==> src/rtl/opd_pkg.sv <==
package opd_pkg;

    localparam int WORD_W = 16;
    localparam int CODE_W = 6;
    localparam int FIELD_B_W = 5;
    localparam int NUM_GPR = 8;
    localparam int IDX_W = $clog2(NUM_GPR);
    localparam logic [WORD_W-1:0] LIT_BIAS = 16'h0021;

    typedef enum logic [2:0] {
        LK_REG = 3'd0,
        LK_MEM = 3'd1,
        LK_SP  = 3'd2,
        LK_PC  = 3'd3,
        LK_EX  = 3'd4,
        LK_IMM = 3'd5
    } loc_kind_e;

    typedef enum logic [1:0] {
        BASE_ZERO   = 2'd0,
        BASE_GPR    = 2'd1,
        BASE_SP     = 2'd2,
        BASE_SP_DEC = 2'd3
    } base_sel_e;

    typedef enum logic [1:0] {
        SPA_HOLD = 2'd0,
        SPA_INC  = 2'd1,
        SPA_DEC  = 2'd2
    } sp_adj_e;

    typedef struct packed {
        loc_kind_e        kind;
        logic [IDX_W-1:0] idx;
        base_sel_e        base;
        logic             add_nw;
        logic             short_lit;
        sp_adj_e          sp_adj;
        logic             uses_nw;
        logic             writable;
    } mode_t;

    // A field that makes the skip sequence step over one more word
    function automatic logic field_takes_word(input logic [FIELD_B_W-1:0] f);
        return (f[4:1] == 4'b1111) || (f[4:3] == 2'b10);
    endfunction

endpackage

==> src/rtl/opd_mode_classify.sv <==
module opd_mode_classify
    import opd_pkg::*;
#(
    parameter int CW = CODE_W
) (
    input  logic          is_a,
    input  logic [CW-1:0] code,
    output mode_t         mode
);
    logic [CW-1:0] view;

    always_comb begin
        view = is_a ? code : {1'b0, code[CW-2:0]};
        mode = '{kind: LK_REG, idx: '0, base: BASE_ZERO, add_nw: 1'b0,
                 short_lit: 1'b0, sp_adj: SPA_HOLD, uses_nw: 1'b0, writable: 1'b1};
        if (view[5]) begin
            mode.kind      = LK_IMM;
            mode.short_lit = 1'b1;
            mode.writable  = 1'b0;
        end else begin
            case (view[4:3])
                2'b00: begin
                    mode.kind = LK_REG;
                    mode.idx  = view[IDX_W-1:0];
                end
                2'b01: begin
                    mode.kind = LK_MEM;
                    mode.idx  = view[IDX_W-1:0];
                    mode.base = BASE_GPR;
                end
                2'b10: begin
                    mode.kind    = LK_MEM;
                    mode.idx     = view[IDX_W-1:0];
                    mode.base    = BASE_GPR;
                    mode.add_nw  = 1'b1;
                    mode.uses_nw = 1'b1;
                end
                default: begin
                    case (view[2:0])
                        3'd0: begin
                            mode.kind   = LK_MEM;
                            mode.base   = is_a ? BASE_SP : BASE_SP_DEC;
                            mode.sp_adj = is_a ? SPA_INC : SPA_DEC;
                        end
                        3'd1: begin
                            mode.kind = LK_MEM;
                            mode.base = BASE_SP;
                        end
                        3'd2: begin
                            mode.kind    = LK_MEM;
                            mode.base    = BASE_SP;
                            mode.add_nw  = 1'b1;
                            mode.uses_nw = 1'b1;
                        end
                        3'd3: mode.kind = LK_SP;
                        3'd4: mode.kind = LK_PC;
                        3'd5: mode.kind = LK_EX;
                        3'd6: begin
                            mode.kind    = LK_MEM;
                            mode.base    = BASE_ZERO;
                            mode.add_nw  = 1'b1;
                            mode.uses_nw = 1'b1;
                        end
                        default: begin
                            mode.kind     = LK_IMM;
                            mode.uses_nw  = 1'b1;
                            mode.writable = 1'b0;
                        end
                    endcase
                end
            endcase
        end
    end

endmodule

==> src/rtl/opd_loc_build.sv <==
module opd_loc_build
    import opd_pkg::*;
#(
    parameter int W  = WORD_W,
    parameter int N  = NUM_GPR,
    parameter int CW = CODE_W
) (
    input  mode_t         mode,
    input  logic [CW-1:0] code,
    input  logic [N*W-1:0] gpr_flat,
    input  logic [W-1:0]  sp,
    input  logic [W-1:0]  pc,
    input  logic [W-1:0]  nw,
    output logic [W-1:0]  value,
    output logic [W-1:0]  pc_after,
    output logic [W-1:0]  sp_after
);
    logic [W-1:0] gpr [N];
    logic [W-1:0] base_val;
    logic [W-1:0] lit_val;

    for (genvar g = 0; g < N; g++) begin : g_unpack
        assign gpr[g] = gpr_flat[g*W +: W];
    end

    always_comb begin
        case (mode.base)
            BASE_GPR:    base_val = gpr[mode.idx];
            BASE_SP:     base_val = sp;
            BASE_SP_DEC: base_val = sp - W'(1);
            default:     base_val = '0;
        endcase
        lit_val = W'(code) - LIT_BIAS[W-1:0];
        case (mode.kind)
            LK_REG:  value = W'(mode.idx);
            LK_MEM:  value = base_val + (mode.add_nw ? nw : '0);
            LK_IMM:  value = mode.short_lit ? lit_val : nw;
            default: value = '0;
        endcase
        pc_after = pc + W'(mode.uses_nw);
        case (mode.sp_adj)
            SPA_INC: sp_after = sp + W'(1);
            SPA_DEC: sp_after = sp - W'(1);
            default: sp_after = sp;
        endcase
    end

endmodule

==> src/rtl/opd_skip_len.sv <==
module opd_skip_len
    import opd_pkg::*;
#(
    parameter int W = WORD_W
) (
    input  logic [W-1:0] insn,
    output logic [1:0]   len
);
    logic [FIELD_B_W-1:0] a_low;
    logic [FIELD_B_W-1:0] b_fld;

    always_comb begin
        a_low = insn[14:10];
        b_fld = insn[9:5];
        len   = 2'd1 + 2'(field_takes_word(a_low)) + 2'(field_takes_word(b_fld));
    end

endmodule

==> src/rtl/opd_decode_top.sv <==
module opd_decode_top
    import opd_pkg::*;
#(
    parameter int W  = WORD_W,
    parameter int N  = NUM_GPR,
    parameter int CW = CODE_W
) (
    input  logic           clk,
    input  logic           rst,
    input  logic           in_valid,
    input  logic           is_field_a,
    input  logic [CW-1:0]  code,
    input  logic [N*W-1:0] gpr_flat,
    input  logic [W-1:0]   sp_in,
    input  logic [W-1:0]   pc_in,
    output logic [W-1:0]   nw_addr,
    input  logic [W-1:0]   nw_data,
    input  logic [W-1:0]   skip_insn,
    output logic           out_valid,
    output logic [2:0]     loc_kind,
    output logic [W-1:0]   loc_value,
    output logic           words_used,
    output logic           extra_cycle,
    output logic [W-1:0]   pc_next,
    output logic [W-1:0]   sp_next,
    output logic           dest_writable,
    output logic [1:0]     skip_len
);
    mode_t        mode;
    logic [W-1:0] value_c;
    logic [W-1:0] pc_c;
    logic [W-1:0] sp_c;
    logic [1:0]   skip_c;

    assign nw_addr = pc_in;

    opd_mode_classify #(.CW(CW)) u_classify (
        .is_a (is_field_a),
        .code (code),
        .mode (mode)
    );

    opd_loc_build #(.W(W), .N(N), .CW(CW)) u_build (
        .mode     (mode),
        .code     (code),
        .gpr_flat (gpr_flat),
        .sp       (sp_in),
        .pc       (pc_in),
        .nw       (nw_data),
        .value    (value_c),
        .pc_after (pc_c),
        .sp_after (sp_c)
    );

    opd_skip_len #(.W(W)) u_skip (
        .insn (skip_insn),
        .len  (skip_c)
    );

    always_ff @(posedge clk) begin
        if (rst) begin
            out_valid     <= 1'b0;
            loc_kind      <= '0;
            loc_value     <= '0;
            words_used    <= 1'b0;
            extra_cycle   <= 1'b0;
            pc_next       <= '0;
            sp_next       <= '0;
            dest_writable <= 1'b0;
            skip_len      <= '0;
        end else begin
            out_valid <= in_valid;
            if (in_valid) begin
                loc_kind      <= mode.kind;
                loc_value     <= value_c;
                words_used    <= mode.uses_nw;
                extra_cycle   <= mode.add_nw | (mode.kind == LK_IMM && !mode.short_lit);
                pc_next       <= pc_c;
                sp_next       <= sp_c;
                dest_writable <= mode.writable;
                skip_len      <= skip_c;
            end
        end
    end


    valid_follow_chk: assert property (@(posedge clk) disable iff (rst)
        in_valid |=> out_valid);

    valid_quiet_chk: assert property (@(posedge clk) disable iff (rst)
        !in_valid |=> !out_valid);

    pc_step_chk: assert property (@(posedge clk) disable iff (rst)
        in_valid |=> pc_next == $past(pc_in) + W'(words_used));

    cycle_match_chk: assert property (@(posedge clk) disable iff (rst)
        out_valid |-> extra_cycle == words_used);

    sp_step_chk: assert property (@(posedge clk) disable iff (rst)
        in_valid |=> (sp_next == $past(sp_in)) || (sp_next == $past(sp_in) + W'(1))
                     || (sp_next == $past(sp_in) - W'(1)));

    lit_ro_chk: assert property (@(posedge clk) disable iff (rst)
        out_valid && loc_kind == 3'(LK_IMM) |-> !dest_writable);

    reg_no_word_chk: assert property (@(posedge clk) disable iff (rst)
        out_valid && loc_kind == 3'(LK_REG) |-> !words_used && dest_writable);

    skip_range_chk: assert property (@(posedge clk) disable iff (rst)
        out_valid |-> skip_len != 2'd0);

endmodule

==> config.mk <==
export PLATFORM = sky130hd
export DESIGN_NAME = opd_decode_top
export DESIGN_NICKNAME = d
export VERILOG_FILES = /design/src/rtl/opd_pkg.sv /design/src/rtl/opd_mode_classify.sv /design/src/rtl/opd_loc_build.sv /design/src/rtl/opd_skip_len.sv /design/src/rtl/opd_decode_top.sv
export SDC_FILE = /design/constraint.sdc
export NUM_CORES = 1
export LEC_CHECK = 0
export ABC_AREA = 1
export BUFFER_PORTS_ARGS = -buffer_cell sky130_fd_sc_hd__buf_4
export CAP_MARGIN = 20
export CORE_ASPECT_RATIO = 0.5
export CORE_MARGIN = 3
export CORE_UTILIZATION = 53
export CTS_CLUSTER_DIAMETER = 200
export DETAILED_ROUTE_END_ITERATION = 8
export HOLD_SLACK_MARGIN = 0.15
export PLACE_DENSITY_LB_ADDON = 0.2
export SYNTH_ARGS = -nofsm -noshare
export SYNTH_HDL_FRONTEND = slang
export SYNTH_SLANG_ARGS = --single-unit
==> constraint.sdc <==
create_clock -name clk -period 5.2 [get_ports clk]
set_clock_uncertainty 0.05 [all_clocks]
set_input_delay 0.26 -clock clk [delete_from_list [all_inputs] [get_ports clk]]
set_output_delay 0.26 -clock clk [all_outputs]
set_load 0.05 [all_outputs]
==> results.md <==
* Status: complete, no violations
* Area Growth Syn to Fin at 36.3%
* FF+latch area at 1140 µm²
* Hold-fix buffers, CTS at 0
* Final WS setup at ~1000 ps
* CTS tree: done
* Min-delay src: pc_in[15]
* Largest cells by area after synthesis: dfxtp_1 18%, nor2_1 10%, nand2_1 10%, o21ai_0 8.5%, o221ai_1 6.4%
* Filler Cell Count at 909
* R2R cell count at 4
* Clock Sinks at 57
* N_diodes at 0
* Max_cap viols at 0
* Clock buffer depth at 2
* Most frequent cell after synthesis: nor2_1
* Clock slew at reported path FFs at around 50 ps
* Post-CTS Repair Setup Buffers at 0
* Pleak at 4.13 nW
* Met3 Routed Length at 3.23 mm
* Share of cells above drive strength 1 at between 20% and 30%
* Vias per inst at 5.85
* RSZ-0062 raised after global routing: no
* Power Total at between 1.5 and 2 mW
* Initial Util at 55.2%
* Yosys reg bits at 57
* Worst setup SP type: primary input
* Avg Cell Area, Syn at 6.07 µm²
* Largest family of logic cells by synthesized area: simple AND/OR/NAND/NOR gates
* CP arrival at between 4000 and 5000 ps
* Hold Vio Cnt, Final at 0
* Pre-CTS setup slack at between 800 and 900 ps
* Setup TNS at 0 ps
* WL met1 at between 9 and 10 mm
* VDD IR max at 178 µV
* Adder-cell share of the synthesized area at 6.61%
* GP Congestion at 1.02
* Crit Path Category: primary input to flip-flop
* CP Max Fanout at 17
* Synth Area in XOR/XNOR at 4.82%
* Num CTS Buffers at 9
* Final net count at 1465
* Pwr/cell area at about 230 nW/µm²
* Relative slew slack at between 40% and 50%
* Wire length on met2 at 11.3 mm
* Die Height at ~82 µm
* Leading area contributor after synthesis: dfxtp_1
* Die width at around 160 µm
* Final setup vio count at 0
* CP Capture Type: flip-flop
* Multi-input gate area at 4270 µm²
* Initial antenna violation count at 0
* Post-synthesis mux area share at 0%
* Post-synthesis sequential area ratio at 18.5%
* Root buffer cell: clkbuf_16
* All-Layer GR Usage at 36.6%
* Vias in the first global route at 7312
* Worst Hold Path Cells at 4
* I/O pins at 275
* Yosys top cell area share at 18.5%
* Hold Crit Endpoint: pc_next[15]
* Vias at between 8000 and 9000
* GR Overflow Total at 0
* Reg-to-reg setup timing slack at 4380 ps
* Initial DRC Count at 958
* Number of distinct library cells after synthesis at 45
* Post-CTS Resized at 0
* Port-buffer cells at 266
* Mapped Area at 6170 µm²
* # rows at 27
* Cell count after synthesis at 1017
* Simple-gate area share of the yosys netlist at 30.3%
* Skew-Pair Late Insertion Delay at about 330 ps
* Uppermost routed layer: met4
* Top_reg_cell synth: dfxtp_1
* Htree depth at 3
* RR Endpoint: pc_next[7]
* R2r startpoint: pc_next[7]
* Remaining antenna violation count at 0
* Synth Net Count at 1251
* First-pass GRT wire length at 37.5 mm
* Yosys warning total at 0
* Post-route minimum period at around 4200 ps
* Core footprint at 11200 µm²
* EDFF count, synth at 0
* Final core area utilization at 75.3%
* Final period utilization at 80.7%
* Max Transition Viols Final at 0
* Compound-Gate Fraction of Synth Area at a little over a quarter
* Routed wire length at around 25 mm
* # DRC at 0
* WP data required at 5410 ps
* Detailed placer's ending HPWL at around 19 mm
* DRT Pass-1 Iters at 6
* Largest net degree at the start of global routing at 65
* Hold Crit Class: primary input to flip-flop
* Achievable clock frequency at 0.238 GHz
* WL/cell at ~18 µm
* Die ar. at ~13000 µm²
* Transition time of the tightest slew-check pin at 795 ps
* Ys async rst share at 0%
* Synth top cells by count: 172 x nor2_1, 166 x nand2_1, 105 x o21ai_0, 104 x inv_1, 66 x nand3_1
## metrics by stage
step / instances / area (µm²) / hold slack, ps
floorplan: 1017 / 6170 / 404
global placement: 1379 / 8070 / 403
detailed placement: 1379 / 8070 / 407
CTS: 1395 / 8420 / 217
global route: 1395 / 8420 / 223
finish: 1395 / 8420 / 210
## routing by layer
| layer | up-vias | GRT usage (%) |
|---|---|---|
| met5 | - | 0 |
| met1 | 3712 | 46.0 |
| met2 | 523 | 60.6 |
| met3 | 69 | 10.8 |
| met4 | 0 | 12.2 |
| li1 | 3852 | - |
## layout make-up
type	count	area share, %
timing repair buffer	273	24.3
clock inverter	5	1.22
sequential	57	13.6
inverter	110	4.93
clock buffer	11	2.88
multi-input combinational	780	50.7
tap	159	2.36
## registers in the layout, indices dropped and copies added (netlist names), 2 cells and up
name	flops
sp_next	16
loc_value	16
skip_len	2
loc_kind	3
pc_next	16
## placed cells by master, fill, tap and decap left out, drive strengths merged, types with 10 or more instances in the layout
| cell | n |
|---|---|
| buf | 273 |
| nor2 | 178 |
| nand2 | 175 |
| o21ai | 115 |
| inv | 109 |
| nand3 | 69 |
| a21oi | 69 |
| dfxtp | 57 |
| o221ai | 45 |
| ha | 31 |
| xor2 | 26 |
| o211ai | 23 |
| clkbuf | 11 |
| o22ai | 10 |
## critical path, stage by stage
cell and delay, ps:
buf_4 130, ha_1 260, inv_1 220, nand3_2 410, clkinv_1 540, o221ai_1 210, nand3_1 220, o221ai_1 210
ha_1 350, nand3_1 90, nand3_1 130, nand2_1 90, nand3_1 170, a21oi_1 330, o21ai_0 170, nand2_1 90
nand2_1 50, o22ai_1 220, nand2_1 100, a21oi_1 140
## kinds of logic after synthesis
group / count (synthesis)
buffers and inverters: 180
XOR/XNOR: 34
AO/OA/AOI/OAI: 271
adder cells (fa/ha/maj): 32
flip-flops: 57
AND/OR/NAND/NOR: 443
## where the power goes
group          leakage [nW]  switching, mW  internal (mW)
registers             0.470         0.0176          0.469
logic                  3.50          0.497          0.281
clock network         0.166          0.206          0.480
total                  4.13          0.720           1.23
## how the worst max path moves through the flow
| stage | start | endpoint | cells past startpoint |
|---|---|---|---|
| 3_3_place_gp | code[3] | loc_value[13] | 19 |
| 3_5_place_dp | code[3] | loc_value[13] | 19 |
| 5_1_grt | code[3] | loc_value[14] | 21 |
| 6_report | code[3] | loc_value[13] | 20 |
| 2_1_floorplan | code[3] | loc_value[14] | 21 |
| 4_1_cts | code[3] | loc_value[13] | 21 |
Power figures use the tool's default switching activity.
